--- config.mk ---
export PLATFORM = sky130hd
export DESIGN_NAME = pgmap_top
export DESIGN_NICKNAME = d
export VERILOG_FILES = /design/src/rtl/pgmap_pkg.sv /design/src/rtl/pgmap_table.sv /design/src/rtl/pgmap_ctrl.sv /design/src/rtl/pgmap_xlate.sv /design/src/rtl/pgmap_top.sv
export SDC_FILE = /design/constraint.sdc
export NUM_CORES = 1
export LEC_CHECK = 0
export BUFFER_PORTS_ARGS = -buffer_cell sky130_fd_sc_hd__buf_2
export CAP_MARGIN = 20
export CELL_PAD_IN_SITES_DETAIL_PLACEMENT = 1
export CELL_PAD_IN_SITES_GLOBAL_PLACEMENT = 1
export CORE_MARGIN = 3
export CORE_UTILIZATION = 49
export DETAILED_ROUTE_END_ITERATION = 12
export PLACE_DENSITY = 0.79
export SYNTH_ARGS = -nofsm -noshare
export SYNTH_HDL_FRONTEND = slang
export SYNTH_HIERARCHICAL = 1
export SYNTH_SLANG_ARGS = --single-unit
export TNS_END_PERCENT = 100
--- constraint.sdc ---
create_clock -name clk -period 2.9 [get_ports clk]
set_input_delay 0.58 -clock clk [delete_from_list [all_inputs] [get_ports clk]]
set_output_delay 0.58 -clock clk [all_outputs]
set_load 0.01 [all_outputs]
--- src/rtl/pgmap_pkg.sv ---
package pgmap_pkg;

    localparam int CPU_AW    = 16;
    localparam int PAGE_W    = 4;
    localparam int FRAME_W   = 12;
    localparam int WDATA_W   = 8;
    localparam int CTL_W     = 8;
    localparam int OFFS_W    = CPU_AW - PAGE_W;
    localparam int PHYS_AW   = FRAME_W + OFFS_W;
    localparam int NUM_PAGES = 1 << PAGE_W;
    localparam int FRAME_PAD = FRAME_W - WDATA_W;
    localparam int IDENT_PAD = FRAME_W - PAGE_W;

    typedef logic [PAGE_W-1:0]  page_t;
    typedef logic [FRAME_W-1:0] frame_t;
    typedef logic [OFFS_W-1:0]  offs_t;
    typedef logic [WDATA_W-1:0] wdata_t;

    typedef struct packed {
        page_t page;
        offs_t offs;
    } vaddr_t;

    typedef struct packed {
        frame_t frame;
        offs_t  offs;
    } paddr_t;

    typedef enum logic {
        XL_IDENTITY = 1'b0,
        XL_PAGED    = 1'b1
    } xl_mode_e;

    function automatic frame_t frame_from_data(input wdata_t d);
        return {{FRAME_PAD{1'b0}}, d};
    endfunction

    function automatic frame_t identity_frame(input page_t p);
        return {{IDENT_PAD{1'b0}}, p};
    endfunction

endpackage

--- src/rtl/pgmap_table.sv ---
module pgmap_table
    import pgmap_pkg::*;
(
    input  logic   clk,
    input  logic   rst,
    input  logic   wr_en,
    input  page_t  wr_idx,
    input  wdata_t wr_data,
    input  page_t  lk_idx,
    output frame_t lk_frame,
    input  page_t  rd_idx,
    output frame_t rd_frame
);

    frame_t ent_q [NUM_PAGES];

    for (genvar g = 0; g < NUM_PAGES; g++) begin : g_ent
        always_ff @(posedge clk) begin
            if (rst) begin
                ent_q[g] <= '0;
            end else if (wr_en && (wr_idx == page_t'(g))) begin
                ent_q[g] <= frame_from_data(wr_data);
            end
        end

        AST_ENTRY_HOLD: assert property (@(posedge clk) disable iff (rst)
            !(wr_en && (wr_idx == page_t'(g))) |=> $stable(ent_q[g]));

        AST_ENTRY_PAD_ZERO: assert property (@(posedge clk) disable iff (rst)
            ent_q[g][FRAME_W-1:WDATA_W] == '0);
    end

    assign lk_frame = ent_q[lk_idx];
    assign rd_frame = ent_q[rd_idx];

    AST_ENTRY_WRITE: assert property (@(posedge clk) disable iff (rst)
        wr_en |=> ent_q[$past(wr_idx)] == frame_from_data($past(wr_data)));

endmodule

--- src/rtl/pgmap_ctrl.sv ---
module pgmap_ctrl
    import pgmap_pkg::*;
(
    input  logic     clk,
    input  logic     rst,
    input  logic     wr_en,
    input  logic     wr_bit,
    output xl_mode_e mode
);

    xl_mode_e mode_q;

    always_ff @(posedge clk) begin
        if (rst) begin
            mode_q <= XL_IDENTITY;
        end else if (wr_en) begin
            mode_q <= wr_bit ? XL_PAGED : XL_IDENTITY;
        end
    end

    assign mode = mode_q;

    AST_MODE_LOAD: assert property (@(posedge clk) disable iff (rst)
        wr_en |=> (mode_q == XL_PAGED) == $past(wr_bit));

    AST_MODE_HOLD: assert property (@(posedge clk) disable iff (rst)
        !wr_en |=> $stable(mode_q));

    AST_MODE_RESET: assert property (@(posedge clk)
        rst |=> mode_q == XL_IDENTITY);

endmodule

--- src/rtl/pgmap_xlate.sv ---
module pgmap_xlate
    import pgmap_pkg::*;
(
    input  xl_mode_e mode,
    input  vaddr_t   va,
    input  frame_t   tbl_frame,
    output paddr_t   pa
);

    always_comb begin
        pa.offs = va.offs;
        unique case (mode)
            XL_PAGED:    pa.frame = tbl_frame;
            XL_IDENTITY: pa.frame = identity_frame(va.page);
            default:     pa.frame = identity_frame(va.page);
        endcase
    end

endmodule

--- src/rtl/pgmap_top.sv ---
module pgmap_top
    import pgmap_pkg::*;
(
    input  logic                clk,
    input  logic                rst,
    input  logic [CPU_AW-1:0]   cpu_addr,
    output logic [PHYS_AW-1:0]  phys_addr,
    input  logic                tbl_cs,
    input  logic [PAGE_W-1:0]   tbl_idx,
    input  logic                ctl_cs,
    input  logic [WDATA_W-1:0]  wr_data,
    input  logic [PAGE_W-1:0]   rd_idx,
    output logic [FRAME_W-1:0]  rd_entry,
    output logic [CTL_W-1:0]    ctl_rdata
);

    vaddr_t   va;
    paddr_t   pa;
    frame_t   lk_frame;
    xl_mode_e mode;

    assign va = vaddr_t'(cpu_addr);

    pgmap_table u_table (
        .clk      (clk),
        .rst      (rst),
        .wr_en    (tbl_cs),
        .wr_idx   (tbl_idx),
        .wr_data  (wr_data),
        .lk_idx   (va.page),
        .lk_frame (lk_frame),
        .rd_idx   (rd_idx),
        .rd_frame (rd_entry)
    );

    pgmap_ctrl u_ctrl (
        .clk    (clk),
        .rst    (rst),
        .wr_en  (ctl_cs),
        .wr_bit (wr_data[0]),
        .mode   (mode)
    );

    pgmap_xlate u_xlate (
        .mode      (mode),
        .va        (va),
        .tbl_frame (lk_frame),
        .pa        (pa)
    );

    assign phys_addr = pa;
    assign ctl_rdata = {{(CTL_W-1){1'b0}}, (mode == XL_PAGED)};

    AST_IDENTITY_MAP: assert property (@(posedge clk) disable iff (rst)
        (ctl_rdata[0] == 1'b0) |-> phys_addr == {{(PHYS_AW-CPU_AW){1'b0}}, cpu_addr});

    AST_PAGED_MAP: assert property (@(posedge clk) disable iff (rst)
        (ctl_rdata[0] && rd_idx == cpu_addr[CPU_AW-1:OFFS_W])
        |-> phys_addr[PHYS_AW-1:OFFS_W] == rd_entry);

    AST_PHYS_TOP_ZERO: assert property (@(posedge clk) disable iff (rst)
        phys_addr[PHYS_AW-1:PHYS_AW-FRAME_PAD] == '0);

    AST_RESET_READBACK: assert property (@(posedge clk)
        rst |=> (ctl_rdata == '0) && (rd_entry == '0));

endmodule

; Word-level counts from Yosys, hierarchy flattened
; Memory sizes are Yosys's and may differ from the RTL's.
; Cells that the tools add are included.
[totals]
register_bits = 1
memories = 1
ram_bits = 128
[mem_list]
columns = memory, words, word_bits, rd, rd_clocked_by_memory_dff, wr, line
row1 = u_table.ent_q, 16, 8, 2, 0, 16, pgmap_table.sv:15  ; frame_t ent_q [NUM_PAGES];
[op_classes]
n_bitwise = 17
mux = 68
eq_ne = 15
reduce_logical = 17
[ops]
columns = operator, n
row1 = 8-bit 2-to-1 mux, 16
row2 = 1-bit 2-to-1 mux, 51
row3 = 4-bit equality test (second input constant), 8
row4 = 12-bit case mux with 2 select lines, 1
row5 = 4-bit by 3-bit equality test with 1-bit output (second input constant), 4
row6 = 1-bit logical AND, 16
row7 = 1-bit OR, 16
row8 = 4-bit by 2-bit equality test with 1-bit output (second input constant), 2
row9 = 4-bit by 1-bit equality test with 1-bit output (second input constant), 1
row10 = 4-bit logical NOT, 1
row11 = 1-bit inverter, 1

; Depth between registers and ports, before layout
; Gate-level depths: netlist of the first run.
[depth]
word_depth = 6
ltp_mapped = 6

; Hierarchy
; The synthesis of the first run kept the hierarchy.
[by_module_without_submodules]
columns = mod, seq_area_each_um2, n_inst, cells_each, area_each_um2
row1 = pgmap_table, 3843.7, 1, 463, 6920.4
row2 = pgmap_xlate, 0.0, 1, 25, 211.5
row3 = pgmap_top, 0.0, 1, 9, 63.8
row4 = pgmap_ctrl, 20.0, 1, 3, 33.8

; Least setup slack after synthesis of the first run
; No wires, ideal clock.
[synth_path]
path_kind = input-to-output
start = input cpu_addr[12]
end = output phys_addr[12]
n_path_buf = 2
arrival_ps = 2016
path_stages = 6
slack_ps = 304
cell_sequence = buf_2 buf_2 mux4_2 a22oi_1 nand2_1 mux2_2
[synth_between]
elab_chain_cells = 2
[synth_rtl]
columns = element, line
row1 = from (decl), pgmap_top.sv:6  ; input logic [CPU_AW-1:0] cpu_addr,
row2 = memory 16 x 8 bit, n/a
row3 = via lk_frame[0], pgmap_top.sv:19  ; frame_t lk_frame;
row4 = 12-bit case mux with 2 select lines, pgmap_xlate.sv:12  ; unique case (mode)
row5 = to (decl), pgmap_top.sv:7  ; output logic [PHYS_AW-1:0] phys_addr,
; The timed path passes the listed nets, and every way through them passes these cells. The select of a mux whose other input is x is not followed.

; Final worst setup path of the first run
[layout_path]
start = input cpu_addr[12]
end = output phys_addr[13]
; Same word-level chain as after synthesis.

==> results.sh, run 1 <==
export IMPL_ioPinCount=80
export IMPL_synth_edff_count=128
export IMPL_synthSimpleGateAreaFrac=0.156
export IMPL_yosys_warnings=6
export IMPL_swShare=0.238
export IMPL_post_dp_hpwl_um=14000
export IMPL_yosysTopAreaCellShare=0.532
export IMPL_routed_via_density=6.26
export IMPL_clockBufferDepth=2
export IMPL_cp_data_required_time_ns=2.32
export IMPL_cts_hold_buf=0
export IMPL_drtAntennaViolNets=0
export IMPL_synth_ff_type="edfxtp_1"
export IMPL_hold_class="in2reg"
export IMPL_antenna_found_initial=0
export IMPL_synthMostInstantiatedCell="and2_1"
export IMPL_die_w_um=127
export IMPL_totalWireLength_um=20000
export IMPL_core_region_area_sq_um=14100
export IMPL_p_comb_frac=0.122
export IMPL_gr_total_overflow=0
export IMPL_max_freq_ghz=0.356
export IMPL_outcome="complete, no violations"
export IMPL_netlist_area_sq_um=7230
export IMPL_post_cts_buffers=0
export IMPL_p_total_mw=4.73
export IMPL_yosys_top_cells_count="and2_1 (132), edfxtp_1 (128), mux4_2 (64)"
export IMPL_synth_cell_types=27
export IMPL_tns_ns=0
export IMPL_ir_drop_mv=0.305
export IMPL_path_max_fanout=13
export IMPL_drt_pass1_iterations=5
export IMPL_slew_violations=0
export IMPL_cts_root_buf="clkbuf_16"
export IMPL_design_die_area_sq_um=16200
export IMPL_maxCapViolCount=0
export IMPL_syn_inst=500
export IMPL_cp_cell_sequence="buf_4 > buf_12 > mux4_2 > a22oi_1 > nand2_1 > mux2_2 > buf_2"
export IMPL_hold_violations=0
export IMPL_internal_power_mw=3.60
export IMPL_finalNonFillerCells=726
export IMPL_drive_above_1_share=0.313
export IMPL_synthMuxAreaShare=0.208
export IMPL_clkPwrFrac=0.403
export IMPL_skew_ns=0
export IMPL_num_rows=43
export IMPL_start_util=0.511
export IMPL_cts_resized=2
export IMPL_num_vias=4547
export IMPL_track_usage=0.261
export IMPL_switchingPower_mw=1.12
export IMPL_diodes=0
export IMPL_grt_pass1_vias=4833
export IMPL_wl_per_cell_um=27.5
export IMPL_clk_latency_ns=0.41
export IMPL_ctsHtreeMaxLevel=4
export IMPL_grt_max_degree=34
export IMPL_path_clk_slew_ns=0.05
export IMPL_worst_path_buf_inv=3
export IMPL_finalNetCount=569
export IMPL_dp_cells=694
export IMPL_finalCritPeriodShare=0.969
export IMPL_start_kind="primary input"
export IMPL_end_kind="output pin"
export IMPL_synth_compound_area_frac=0.0498
export IMPL_power_leakage_nw=2.93
export IMPL_fp_dieH_um=127
export IMPL_avgSynthCellArea_sq_um=14.5
export IMPL_slowest_stage="mux4_2"
export IMPL_p_per_area_nw_per_um2=583
export IMPL_synth_top_family_by_area="multiplexers"
export IMPL_synth_seq_area_share=0.534
export IMPL_slew_headroom=0.422
export IMPL_async_reset_ff_frac=0
export IMPL_arrival_ns=2.23
export IMPL_drt_iter0_drc=468
export IMPL_setup_viol=0
export IMPL_grt_setup_unrepaired="no"
export IMPL_tightest_slew_ns=0.866
export IMPL_synth_xor_area_frac=0
export IMPL_cp_top_family="multiplexers"
export IMPL_numPortBuffers=40
export IMPL_cts_buffers=17
export IMPL_gp_congestion=0.818
export IMPL_clock_sinks=129
export IMPL_yosysTopAreaCell="edfxtp_1"
export IMPL_synth_fa_ha_area_frac=0
export IMPL_critical_path_class="in2out"
export IMPL_syn_to_final_growth_pct=12.2
export IMPL_cpPeakStageDelay_ns=0.50
export IMPL_fin_crit_ns=2.81
export IMPL_drc_errors=0
export IMPL_ys_ff_latch=129
export IMPL_ys_top_cells_by_area="edfxtp_1 (53%), mux4_2 (20%), and2_1 (11%)"
export IMPL_cts_tree="built"
export IMPL_seq_power_share=0.475
export IMPL_grt_pass1_wl_um=30400
[cells in the final DEF (no fill, tap or decap), drive strengths merged, types with 2 or more instances in the layout]
cell	n
o21bai	16
edfxtp	128
clkinv	7
a22oi	32
nand4bb	2
mux4	64
buf	63
nor2b	4
clkbuf	25
and2	138
nand2	18
nor2	20
mux2	4
nand3b	2
nand2b	2
conb	15
[layout make-up]
cell class | instances | area (sq um)
fillers | 1347 | 6040
clock buffers | 25 | 495
clock inverters | 7 | 35.0
flip-flops and latches | 129 | 3860
well taps | 180 | 225
multi-input cells | 322 | 3050
repair buffers | 63 | 438
[metal layers]
layer | up-vias | global-route usage | share of wire | wire length (um)
met5 | - | 0 | 0 | 0
met4 | 0 | 0.124 | 0.037 | 749
met3 | 49 | 0.0606 | 0.081 | 1620
met2 | 231 | 0.411 | 0.49 | 9720
met1 | 2342 | 0.344 | 0.40 | 7900
li1 | 1925 | - | - | -
[worst paths after layout]
path / startpoint / to / slack [ns] / cells past startpoint
hold reg to reg: u_ctrl/mode / u_ctrl/mode / 0.77 / 2
setup / recovery: cpu_addr[12] / phys_addr[13] / 0.09 / 7
setup reg to reg: u_ctrl/mode / u_ctrl/mode / 1.95 / 2
hold / removal: ctl_cs / u_ctrl/mode / 0.43 / 3
[kinds of logic after synthesis]
kind of cell,count (synthesis)
flops,129
compound gates,48
buf+inv,62
mux,69
other cells,2
simple gates,190
[tightest hold or removal path: cells and delay by family]
| kind | cells | cell delay, ns |
|---|---|---|
| buffers and inverters | 1 | 0.09 |
| and+or+nand+nor | 1 | 0.08 |
| muxes | 1 | 0.06 |
[through the flow]
step           utilization  hold WS [ns]  instance area (sq um)  setup WS [ns]
5_1_grt              0.573         0.433                   8110         0.0192
3_5_place_dp         0.535         0.781                   7570        -0.0436
4_1_cts              0.573         0.418                   8110         0.0654
2_1_floorplan            -         0.542                   7280          0.304
3_3_place_gp         0.535         0.750                   7570        -0.0181
6_report             0.573         0.434                   8110         0.0885
[registers in the layout, summed over array words and instances, names as in the netlist]
| name | flops |
|---|---|
| u_table/ent_q | 128 |
| u_ctrl/mode | 1 |
[power by group through the flow]
stage / logic (mW) / clock network [mW] / registers, mW
2_1_floorplan: 0.401 / 0 / 2.23
4_1_cts: 0.576 / 1.95 / 2.24
3_5_place_dp: 0.571 / 0 / 2.28
3_3_place_gp: 0.556 / 0 / 2.26
5_1_grt: 0.616 / 2.03 / 2.25
6_report: 0.577 / 1.91 / 2.24
Power figures use the tool's default switching activity.
==> inputs of run 2 (changes only) <==
--- a/config.mk
+++ b/config.mk
@@ -10,9 +10,10 @@
 export CELL_PAD_IN_SITES_DETAIL_PLACEMENT = 1
 export CELL_PAD_IN_SITES_GLOBAL_PLACEMENT = 1
 export CORE_MARGIN = 3
-export CORE_UTILIZATION = 49
+export CORE_UTILIZATION = 51
+export CTS_BUF_LIST = sky130_fd_sc_hd__clkbuf_4
 export DETAILED_ROUTE_END_ITERATION = 12
-export PLACE_DENSITY = 0.79
+export PLACE_DENSITY = 0.82
 export SYNTH_ARGS = -nofsm -noshare
 export SYNTH_HDL_FRONTEND = slang
 export SYNTH_HIERARCHICAL = 1
==> results.sh, run 2 (synthesis results as in run 1) <==
export IMPL_outcome="complete, no violations"
export IMPL_min_delay_start="ctl_cs"
export IMPL_ctsHtreeMaxLevel=4
export IMPL_totalWireLength_um=19400
export IMPL_cts_buffers=17
export IMPL_ioPinCount=80
export IMPL_finalNetCount=572
export IMPL_hold_violations=0
export IMPL_fin_crit_ns=2.83
export IMPL_end_kind="output pin"
export IMPL_drtAntennaViolNets=0
export IMPL_grt_pass1_wl_um=29900
export IMPL_grt_pass1_vias=5001
export IMPL_skew_ns=0
export IMPL_tns_ns=0
export IMPL_utilization=0.586
export IMPL_gr_total_overflow=0
export IMPL_drc_errors=0
export IMPL_layout_common_cells="and2_1 (132), edfxtp_1 (128), mux4_2 (64)"
export IMPL_numPortBuffers=40
export IMPL_cp_data_required_time_ns=2.32
export IMPL_drt_iter0_drc=593
export IMPL_rr_worst_depth=2
export IMPL_drive_above_1_share=0.326
export IMPL_diodes=0
export IMPL_slew_headroom=0.472
export IMPL_routed_via_density=6.33
export IMPL_cts_root_buf="clkbuf_4"
export IMPL_gp_congestion=0.864
export IMPL_drt_pass1_iterations=5
export IMPL_tightest_slew_ns=0.791
export IMPL_max_freq_ghz=0.354
export IMPL_p_total_mw=4.17
export IMPL_die_w_um=125
export IMPL_ir_drop_mv=0.258
export IMPL_fp_dieH_um=125
export IMPL_ff2ff_setup_slack_ns=1.89
export IMPL_num_rows=42
export IMPL_power_leakage_nw=2.84
export IMPL_final_common_cell="and2_1"
export IMPL_clk_latency_ns=0.54
export IMPL_start_util=0.533
export IMPL_largest_reg_flops=128
export IMPL_hold_depth=3
export IMPL_slew_violations=0
export IMPL_finalCritPeriodShare=0.975
export IMPL_setup_viol=0
export IMPL_num_vias=4589
export IMPL_hold_path_end="u_ctrl/mode"
export IMPL_arrival_ns=2.25
export IMPL_syn_to_final_growth_pct=9.81
export IMPL_clockBufferDepth=2
export IMPL_multi_input_area_sq_um=3060
export IMPL_largest_register="u_table/ent_q"
export IMPL_clock_sinks=129
export IMPL_grt_max_degree=34
export IMPL_core_region_area_sq_um=13600
export IMPL_seqCellArea_sq_um=3860
export IMPL_grt_setup_unrepaired="no"
export IMPL_path_clk_slew_ns=0.12
export IMPL_reg2reg_to="u_ctrl/mode"
export IMPL_path_max_fanout=2
export IMPL_track_usage=0.257
export IMPL_antenna_found_initial=0
export IMPL_fillerInstances=1317
export IMPL_post_dp_hpwl_um=13700
export IMPL_cts_tree="built"
export IMPL_start_kind="register"
export IMPL_design_die_area_sq_um=15600
export IMPL_wl_per_cell_um=26.7
export IMPL_maxCapViolCount=0
export IMPL_r2r_start="u_ctrl/mode"
export IMPL_hold_class="in2reg"
export IMPL_p_per_area_nw_per_um2=526
export IMPL_critical_path_class="reg2out"
run 2: final cells by class:
| type | instances | area share |
|---|---|---|
| clock inverters | 15 | 0.0243 |
| flip-flops and latches | 129 | 0.487 |
| well taps | 176 | 0.0277 |
| clock buffers | 17 | 0.0161 |
| repair buffers | 66 | 0.0593 |
| multi-input cells | 322 | 0.386 |
run 2: how the worst max path moves through the flow:
stage	startpoint	endpoint	slack (ns)	cells past startpoint
floorplan	cpu_addr[12]	phys_addr[12]	0.30	6
global placement	cpu_addr[12]	phys_addr[13]	0.09	7
detailed placement	cpu_addr[12]	phys_addr[16]	0.07	7
CTS	u_table/ent_q[14][4]	phys_addr[16]	0.04	5
global route	u_table/ent_q[7][2]	phys_addr[14]	0.009	5
finish	u_table/ent_q[14][1]	phys_addr[13]	0.07	5
run 2: per-stage QoR:
step,area (sq um),setup slack [ns],instances,hold slack (ns)
after floorplan,7280,0.304,513,0.542
after global placement,7600,0.0883,693,0.766
after detailed placement,7600,0.0748,693,0.801
after CTS,7920,0.0366,725,0.291
after global routing,7940,0.00890,725,0.314
final,7940,0.0736,725,0.325
run 2: repair_timing:
item / 4_1_cts / 5_1_grt
hold buffers: 0 / 0
setup buffers: 0 / 0
resized for setup: 0 / 3
setup endpoints to repair: 0 / 3
run 2: critical path, cell delays in order (launching register included):
cell	delay, ns
edfxtp_1	0.47
mux4_2	0.49
a22oi_1	0.26
nand2_1	0.09
mux2_2	0.27
buf_2	0.14
run 2: routing by layer:
metal	share of wire	GRT usage	up-vias
met1	0.40	0.342	2341
li1	-	-	1933
met2	0.48	0.414	255
met4	0.036	0.110	0
met3	0.081	0.0529	60
met5	0	0	-
run 2: where the power goes:
group / switching, mW / leakage, nW / internal, mW
sequential: 0.0710 / 1.23 / 2.16
clock: 0.680 / 0.165 / 0.677
combinational: 0.314 / 1.44 / 0.272
total: 1.07 / 2.84 / 3.11
==> inputs of run 3 (changes only) <==
--- a/config.mk
+++ b/config.mk
@@ -14,6 +14,7 @@
 export CTS_BUF_LIST = sky130_fd_sc_hd__clkbuf_4
 export DETAILED_ROUTE_END_ITERATION = 12
 export PLACE_DENSITY = 0.82
+export REMOVE_ABC_BUFFERS = 1
 export SYNTH_ARGS = -nofsm -noshare
 export SYNTH_HDL_FRONTEND = slang
 export SYNTH_HIERARCHICAL = 1
==> results.sh, run 3 (synthesis results as in run 1) <==
export IMPL_num_rows=42
export IMPL_drive_above_1_share=0.323
export IMPL_fin_crit_ns=2.84
export IMPL_cts_buffers=17
export IMPL_totalWireLength_um=19600
export IMPL_critical_path_class="in2out"
export IMPL_syn_to_final_growth_pct=10.1
export IMPL_arrival_ns=2.26
export IMPL_maxCapViolCount=0
export IMPL_final_common_cell="and2_1"
export IMPL_layout_common_cells="and2_1 (132), edfxtp_1 (128), mux4_2 (64)"
export IMPL_max_freq_ghz=0.352
export IMPL_dp_cells=695
export IMPL_cts_root_buf="clkbuf_4"
export IMPL_diodes=0
export IMPL_largest_register="u_table/ent_q"
export IMPL_power_leakage_nw=2.86
export IMPL_r2r_start="u_ctrl/mode"
export IMPL_start_util=0.533
export IMPL_slew_violations=0
export IMPL_cts_hold_buf=0
export IMPL_design_area_sq_um=7960
export IMPL_post_cts_buffers=0
export IMPL_grt_max_degree=34
export IMPL_die_w_um=125
export IMPL_skew_ns=0
export IMPL_design_die_area_sq_um=15600
export IMPL_setup_viol=0
export IMPL_core_region_area_sq_um=13600
export IMPL_reg2reg_to="u_ctrl/mode"
export IMPL_cts_resized=0
export IMPL_ff2ff_setup_slack_ns=2.00
export IMPL_ir_drop_mv=0.261
export IMPL_p_per_area_nw_per_um2=535
export IMPL_finalNetCount=574
export IMPL_hold_violations=0
export IMPL_drt_pass1_iterations=5
export IMPL_end_kind="output pin"
export IMPL_place_area_sq_um=7620
export IMPL_start_kind="primary input"
export IMPL_path_max_fanout=17
export IMPL_critical_path_startpoint="cpu_addr[12]"
export IMPL_p_total_mw=4.26
export IMPL_routed_via_density=6.25
export IMPL_ioPinCount=80
export IMPL_drt_iter0_drc=523
export IMPL_clockBufferDepth=2
export IMPL_tns_ns=0
export IMPL_ctsHtreeMaxLevel=4
export IMPL_hold_class="in2reg"
export IMPL_clk_latency_ns=0.53
export IMPL_fp_dieH_um=125
export IMPL_antenna_found_initial=0
export IMPL_grt_pass1_vias=4964
export IMPL_utilization=0.587
export IMPL_largest_reg_flops=128
export IMPL_cp_endpoint="phys_addr[18]"
export IMPL_wl_per_cell_um=26.9
export IMPL_grt_setup_unrepaired="no"
export IMPL_tightest_slew_ns=0.698
export IMPL_fillerInstances=1308
export IMPL_num_vias=4546
export IMPL_path_clk_slew_ns=0.12
export IMPL_slew_headroom=0.533
export IMPL_track_usage=0.260
export IMPL_outcome="complete, no violations"
export IMPL_cp_data_required_time_ns=2.32
export IMPL_clock_sinks=129
export IMPL_finalCritPeriodShare=0.981
export IMPL_finalNonFillerCells=727
export IMPL_drc_errors=0
export IMPL_numPortBuffers=40
export IMPL_post_dp_hpwl_um=14200
export IMPL_cts_tree="built"
export IMPL_gp_congestion=0.834
export IMPL_gr_total_overflow=0
export IMPL_rr_worst_depth=2
export IMPL_drtAntennaViolNets=0
export IMPL_grt_pass1_wl_um=30500
[run 3: how the worst min path moves through the flow]
stage | slack, ns | depth (start not counted) | from | endpoint
floorplan | 0.65 | 1 | rst | u_ctrl/mode
finish | 0.31 | 3 | ctl_cs | u_ctrl/mode
global placement | 0.71 | 2 | u_ctrl/mode | u_ctrl/mode
global route | 0.29 | 3 | ctl_cs | u_ctrl/mode
detailed placement | 0.73 | 2 | u_ctrl/mode | u_ctrl/mode
CTS | 0.27 | 3 | ctl_cs | u_ctrl/mode
[run 3: metal layers]
metal	vias to the layer above	share of wire	GRT usage
li1	1933	-	-
met5	-	0	0
met4	0	0.020	0.0702
met1	2343	0.39	0.350
met3	37	0.075	0.0499
met2	233	0.51	0.438
[run 3: area by class of cell]
type | instances | area, sq um | area share
Sequential cell | 129 | 3860 | 0.486
Multi-Input combinational cell | 322 | 3050 | 0.383
Timing Repair Buffer | 68 | 485 | 0.0610
Tap cell | 176 | 220 | 0.0277
Clock inverter | 12 | 189 | 0.0237
Clock buffer | 20 | 150 | 0.0189
[run 3: power breakdown]
part / internal, mW / switching, mW / leakage, nW
sequential: 2.16 / 0.0642 / 1.23
combinational: 0.272 / 0.311 / 1.45
clock: 0.791 / 0.663 / 0.180
[run 3: critical path, cell delays in order]
cell,delay [ns]
buf_2,0.14
buf_12,0.19
mux4_2,0.52
a22oi_1,0.28
nand2_1,0.16
and2_2,0.22
buf_2,0.14
[run 3: stage by stage]
| stage | hold slack (ns) | setup slack [ns] |
|---|---|---|
| after floorplan | 0.652 | 0.753 |
| after global placement | 0.707 | 0.0795 |
| after detailed placement | 0.732 | 0.0627 |
| after CTS | 0.274 | 0.0660 |
| after global routing | 0.294 | 0.0117 |
| final | 0.308 | 0.0557 |
